[config.mk]
export PLATFORM = sky130hd
export DESIGN_NAME = dram_cyc_seq
export DESIGN_NICKNAME = d
export VERILOG_FILES = /design/src/rtl/dram_seq_pkg.sv /design/src/rtl/dram_seq_waitctl.sv /design/src/rtl/dram_seq_strobes.sv /design/src/rtl/dram_cyc_seq.sv
export SDC_FILE = /design/constraint.sdc
export NUM_CORES = 1
export LEC_CHECK = 0
export ABC_AREA = 1
export CORE_MARGIN = 1
export CORE_UTILIZATION = 46
export CTS_CLUSTER_SIZE = 24
export DETAILED_ROUTE_END_ITERATION = 10
export GPL_TIMING_DRIVEN = 0
export PLACE_DENSITY = 0.77
export SLEW_MARGIN = 20
export SYNTH_ARGS = -nofsm -noshare
export SYNTH_HDL_FRONTEND = slang
export SYNTH_SLANG_ARGS = --single-unit
[constraint.sdc]
create_clock -name clk -period 1.5 [get_ports clk]
set_input_delay 0.15 -clock clk [delete_from_list [all_inputs] [get_ports clk]]
set_output_delay 0.15 -clock clk [all_outputs]
set_load 0.02 [all_outputs]
[src/rtl/dram_seq_pkg.sv]
package dram_seq_pkg;

    // State codes are visible on state_o; the values are part of the interface.
    typedef enum logic [2:0] {
        ST_IDLE = 3'd0,
        ST_PRE1 = 3'd1,
        ST_PRE2 = 3'd2,
        ST_ROW  = 3'd3,
        ST_COL1 = 3'd4,
        ST_WAIT = 3'd5,
        ST_COL2 = 3'd6,
        ST_RFSH = 3'd7
    } seq_state_e;

endpackage

[src/rtl/dram_seq_waitctl.sv]
module dram_seq_waitctl
    import dram_seq_pkg::*;
#(
    parameter int CNT_W = 2
) (
    input  logic             clk,
    input  logic             rst_n,
    input  seq_state_e       state_i,
    input  logic             pgm_en_i,
    input  logic [CNT_W-1:0] pgm_cnt_i,
    input  logic             pin_en_i,
    input  logic             wait_n_i,
    output logic             more_o
);

    logic [CNT_W-1:0] rem_d, rem_q;
    logic             wait_low_q;
    logic             pin_low;

    // WAIT is captured on the falling edge, half a cycle before the decision.
    always_ff @(negedge clk or negedge rst_n) begin
        if (!rst_n) wait_low_q <= 1'b0;
        else        wait_low_q <= ~wait_n_i;
    end

    always_comb begin
        pin_low = pin_en_i && wait_low_q;
        more_o  = 1'b0;
        rem_d   = rem_q;
        case (state_i)
            ST_COL1: begin
                if (pgm_en_i && (pgm_cnt_i != '0)) begin
                    more_o = 1'b1;
                    rem_d  = pgm_cnt_i - CNT_W'(1);
                end else begin
                    more_o = pin_low;
                    rem_d  = '0;
                end
            end
            ST_WAIT: begin
                if (rem_q != '0) begin
                    more_o = 1'b1;
                    rem_d  = rem_q - CNT_W'(1);
                end else begin
                    more_o = pin_low;
                    rem_d  = '0;
                end
            end
            default: begin
                more_o = 1'b0;
                rem_d  = '0;
            end
        endcase
    end

    always_ff @(posedge clk or negedge rst_n) begin
        if (!rst_n) rem_q <= '0;
        else        rem_q <= rem_d;
    end

    // Programmed waits still pending keep the sequencer in the wait state.
    p_pgm_first_r4: assert property (@(posedge clk) disable iff (!rst_n)
        (state_i == ST_WAIT && rem_q != '0) |=> (state_i == ST_WAIT));

    // Pin disabled: the wait phase ends exactly when the programmed count is used up.
    p_pin_off_r5: assert property (@(posedge clk) disable iff (!rst_n)
        (state_i == ST_WAIT && rem_q == '0 && !pin_en_i) |=> (state_i == ST_COL2));

endmodule

[src/rtl/dram_seq_strobes.sv]
module dram_seq_strobes
    import dram_seq_pkg::*;
(
    input  seq_state_e state_i,
    input  logic       wr_i,
    output logic       ras_o,
    output logic       cas_o,
    output logic       we_o,
    output logic       col_sel_o,
    output logic       done_o
);

    logic col_phase;

    always_comb begin
        col_phase = (state_i == ST_COL1) || (state_i == ST_WAIT) || (state_i == ST_COL2);
        ras_o     = col_phase || (state_i == ST_ROW) || (state_i == ST_RFSH);
        cas_o     = col_phase || (state_i == ST_RFSH);
        col_sel_o = col_phase;
        we_o      = col_phase && wr_i;
        done_o    = (state_i == ST_COL2) || (state_i == ST_RFSH);
    end

endmodule

[src/rtl/dram_cyc_seq.sv]
module dram_cyc_seq
    import dram_seq_pkg::*;
#(
    parameter int CNT_W = 2
) (
    input  logic             clk,
    input  logic             rst_n,
    input  logic             acc_req_i,
    input  logic             acc_wr_i,
    input  logic             ref_req_i,
    input  logic             two_pre_i,
    input  logic             pgm_wait_en_i,
    input  logic [CNT_W-1:0] wait_cnt_i,
    input  logic             pin_wait_en_i,
    input  logic             wait_n_i,
    output logic [2:0]       state_o,
    output logic             ras_o,
    output logic             cas_o,
    output logic             we_o,
    output logic             col_sel_o,
    output logic             done_o
);

    typedef struct packed {
        seq_state_e       st;
        logic             rf;
        logic             wr;
        logic             two;
        logic             pe;
        logic [CNT_W-1:0] cnt;
        logic             pin;
    } seq_regs_t;

    seq_regs_t r_d, r_q;
    logic      more_wait;

    dram_seq_waitctl #(.CNT_W(CNT_W)) u_wait (
        .clk       (clk),
        .rst_n     (rst_n),
        .state_i   (r_q.st),
        .pgm_en_i  (r_q.pe),
        .pgm_cnt_i (r_q.cnt),
        .pin_en_i  (r_q.pin),
        .wait_n_i  (wait_n_i),
        .more_o    (more_wait)
    );

    dram_seq_strobes u_strb (
        .state_i   (r_q.st),
        .wr_i      (r_q.wr),
        .ras_o     (ras_o),
        .cas_o     (cas_o),
        .we_o      (we_o),
        .col_sel_o (col_sel_o),
        .done_o    (done_o)
    );

    always_comb begin
        r_d = r_q;
        case (r_q.st)
            ST_IDLE: begin
                if (ref_req_i) begin
                    r_d.st  = ST_PRE1;
                    r_d.rf  = 1'b1;
                    r_d.wr  = 1'b0;
                    r_d.two = two_pre_i;
                    r_d.pe  = 1'b0;
                    r_d.cnt = '0;
                    r_d.pin = 1'b0;
                end else if (acc_req_i) begin
                    r_d.st  = ST_PRE1;
                    r_d.rf  = 1'b0;
                    r_d.wr  = acc_wr_i;
                    r_d.two = two_pre_i;
                    r_d.pe  = pgm_wait_en_i;
                    r_d.cnt = wait_cnt_i;
                    r_d.pin = pin_wait_en_i;
                end
            end
            ST_PRE1: begin
                if (r_q.two)     r_d.st = ST_PRE2;
                else if (r_q.rf) r_d.st = ST_RFSH;
                else             r_d.st = ST_ROW;
            end
            ST_PRE2: r_d.st = r_q.rf ? ST_RFSH : ST_ROW;
            ST_ROW:  r_d.st = ST_COL1;
            ST_COL1, ST_WAIT: r_d.st = more_wait ? ST_WAIT : ST_COL2;
            ST_COL2, ST_RFSH: r_d.st = ST_IDLE;
            default: r_d.st = ST_IDLE;
        endcase
    end

    always_ff @(posedge clk or negedge rst_n) begin
        if (!rst_n) r_q <= '{st: ST_IDLE, default: '0};
        else        r_q <= r_d;
    end

    assign state_o = r_q.st;

    p_row_after_pre_r3: assert property (@(posedge clk) disable iff (!rst_n)
        (r_q.st == ST_ROW) |-> ($past(r_q.st) == ST_PRE1 || $past(r_q.st) == ST_PRE2));

    p_col2_after_col_r2: assert property (@(posedge clk) disable iff (!rst_n)
        (r_q.st == ST_COL2) |-> ($past(r_q.st) == ST_COL1 || $past(r_q.st) == ST_WAIT));

    p_cas_in_ras_r6: assert property (@(posedge clk) disable iff (!rst_n)
        cas_o |-> ras_o);

    p_we_write_only_r7: assert property (@(posedge clk) disable iff (!rst_n)
        we_o |-> (col_sel_o && !r_q.rf));

    p_done_to_idle_r9: assert property (@(posedge clk) disable iff (!rst_n)
        done_o |=> (r_q.st == ST_IDLE));

    p_cfg_hold_r10: assert property (@(posedge clk) disable iff (!rst_n)
        (r_q.st != ST_IDLE && r_q.st != ST_PRE1) |->
            ($stable(r_q.wr) && $stable(r_q.two) && $stable(r_q.pe)
             && $stable(r_q.cnt) && $stable(r_q.pin) && $stable(r_q.rf)));

endmodule

==> qor.txt <==
Clock power share: 11.6%
Area grow syn2layout: 35.6%
Global Route Usage Sum: 19.0%
Combinational power share: 55.7%
Commonest non-fill, non-tap cell in the layout: nand2_1
Synthesized area: 703 µm²
Crit Path Class: reg -> reg
Root buffer cell: clkbuf_4
Clock latency on the worst-skew pair: 0.27 ns
Reg2Reg Depth: 3
Global route overflow: 0
Cell Int Power: 1.02 mW
Vias: 603
RSZ-0062 raised after global routing: true
YS warnings: 0
Setup violators final: 0
Largest net degree at the start of global routing: 14
R2r setup slk: 0.02 ns
CTS Sinks: 13
Final Hold Fails: 0
Synth area leaders: dfrtp_1 43%, nand2_1 11%, nand3_1 8.5%
First-pass GRT wire length: 2060 µm
Initial Util: 51.5%
Peak supply drop: 1050 µV
Startpoint Class: flip-flop
IO Pins: 19
Wire per inst: 10.6 µm
WP data arrival: 1.64 ns
Syn nets: 94
Die width: 41.1 µm
Psw: 0.792 mW
Port buffer count: 18
Most frequent cells in the layout: 19 x nand2_1, 12 x inv_1, 12 x nand3_1
Chip Height: 41.1 µm
Nets: 121
Post-synth top area share: 42.7%
Core ar.: 0.00137 mm²
Initial antenna violation count: 0
Num CTS Buffers: 3
Final wirelength: 1300 µm
Leak pwr: 0.508 nW
Final antenna-violating net count: 0
Area of the die: 0.00169 mm²
Rows: 13
Max_slew headroom: 61.2%
Number of max-cap violations: 0
Critical path startpoint: u_wait.wait_low_q
Crit-path max FO: 2
Share of cells above drive strength 1: 24.1%
Drt pass-1 iters: 4
Sw frac: 43.6%
Seq cells post-synth: 13
Cell taking the most area after synthesis: dfrtp_1
Seq/Total Area, Yosys: 46.3%
Critical Path End: state_o[1]
Vias/cell: 4.90
Power Density: 1900 mW/mm²
H-Tree Depth: 1
Mean Syn Cell Area: 8.58 µm²
Reg2Reg Launch Point: u_wait.wait_low_q
Crit. End Element: flip-flop
Worst endpoint required time: 1.65 ns
Clock tree buffer depth: 2
RR Endpoint: state_o[1]
Final Core Density: 69.8%
Worst slew pin tran: 0.581 ns
Vias in the first global route: 511
DRC Markers: 0
Synth Instances: 82
Post-synthesis cell type count: 21
Status: finished clean
DP HPWL: 1020 µm
Hold/Removal Path Class: in -> async
Clock tree from TritonCTS: done
GPL Wtd Cong: 0.683
Flop pwr share: 32.7%
Worst clock skew: 0.0171 ns
Tot Pwr: 1.82 mW
Drt initial violations: 3
Ant. Diodes: 0
CTS clk-pin slew, worst paths: 0.09 ns
Max Transition Viols Final: 0
[per-stage QoR]
step,worst slack [ns],setup TNS [ns],std cells,instance area [µm²],hold slack (ns)
after floorplan,0.0767,0,82,703,-0.146
after global placement,-0.0987,-0.131,115,902,0.456
after detailed placement,-0.117,-0.164,115,902,0.460
after CTS,-0.0121,-0.0121,119,923,0.253
after global routing,-0.0569,-0.0995,123,953,0.275
final,0.0151,0,123,953,0.241
[registers in the layout, summed over array words and instances, names as in the netlist]
register and flops:
r_q 7, state_o 3, u_wait.rem_q 2, u_wait.wait_low_q 1
[cell type report]
type	count	area (µm²)
repair buffers	22	198
inverters	14	52.6
clock inverters	1	5.00
fillers	124	413
plain buffers	4	26.3
flip-flops and latches	13	329
multi-input cells	51	302
well taps	15	18.8
clock buffers	3	22.5
[metal layers]
metal  up-vias  share of wire (%)  GRT usage (%)
met2        17                 52           34.8
met4         0                1.1           7.26
li1        309                  -              -
met1       275                 43           21.7
met3         2                3.8           3.26
met5         -                  0              0
[power by group through the flow]
stage          clock network, mW  logic, mW  registers (mW)
2_1_floorplan                  0      0.681           0.577
3_3_place_gp                   0      0.969           0.600
3_5_place_dp                   0      0.996           0.614
4_1_cts                    0.215      0.916           0.615
5_1_grt                    0.238       1.13           0.610
6_report                   0.211       1.01           0.594
[how the worst min path moves through the flow]
stage / start / end
after floorplan: rst_n / r_q[0]
after global placement: r_q[3] / r_q[3]
after detailed placement: r_q[5] / r_q[5]
after CTS: rst_n / r_q[3]
after global routing: rst_n / r_q[1]
final: rst_n / r_q[3]
[synth_stat cells]
| cell type | number |
|---|---|
| inv_2 | 2 |
| nand2_1 | 20 |
| o21ai_1 | 1 |
| o22ai_1 | 3 |
| nand3b_1 | 1 |
| ha_1 | 1 |
| nand4_1 | 1 |
| o21ai_0 | 1 |
| buf_4 | 3 |
| nand3_1 | 12 |
| nor2_4 | 2 |
| o21a_1 | 1 |
| dfrtp_1 | 12 |
| nor2_1 | 2 |
| inv_1 | 12 |
| dfrtn_1 | 1 |
| nor2_2 | 2 |
| nand2_4 | 1 |
| clkbuf_1 | 1 |
| nor2_8 | 2 |
| and3_2 | 1 |
[cells by family after synthesis]
kind of cell	share of synthesized area [%]
buffers and inverters	11.2
adders and majority gates	1.78
DFF	46.3
AOI/OAI and AO/OA	5.16
and+or+nand+nor	35.6
[critical path, stage by stage (launching register included)]
cell     delay, ns
dfrtn_1       0.41
nand2_2       0.06
nand4_1       0.07
nand3_1       0.08
[what timing repair did]
item,4_1_cts,5_1_grt
hold endpoints to repair,0,0
pin swaps,3,0
buffers inserted,0,4
endpoints found under the setup margin,10,5
hold buffers,0,0
cloned,0,0
gates resized for setup,11,4
Note: power is estimated with default switching activity, not from simulation.
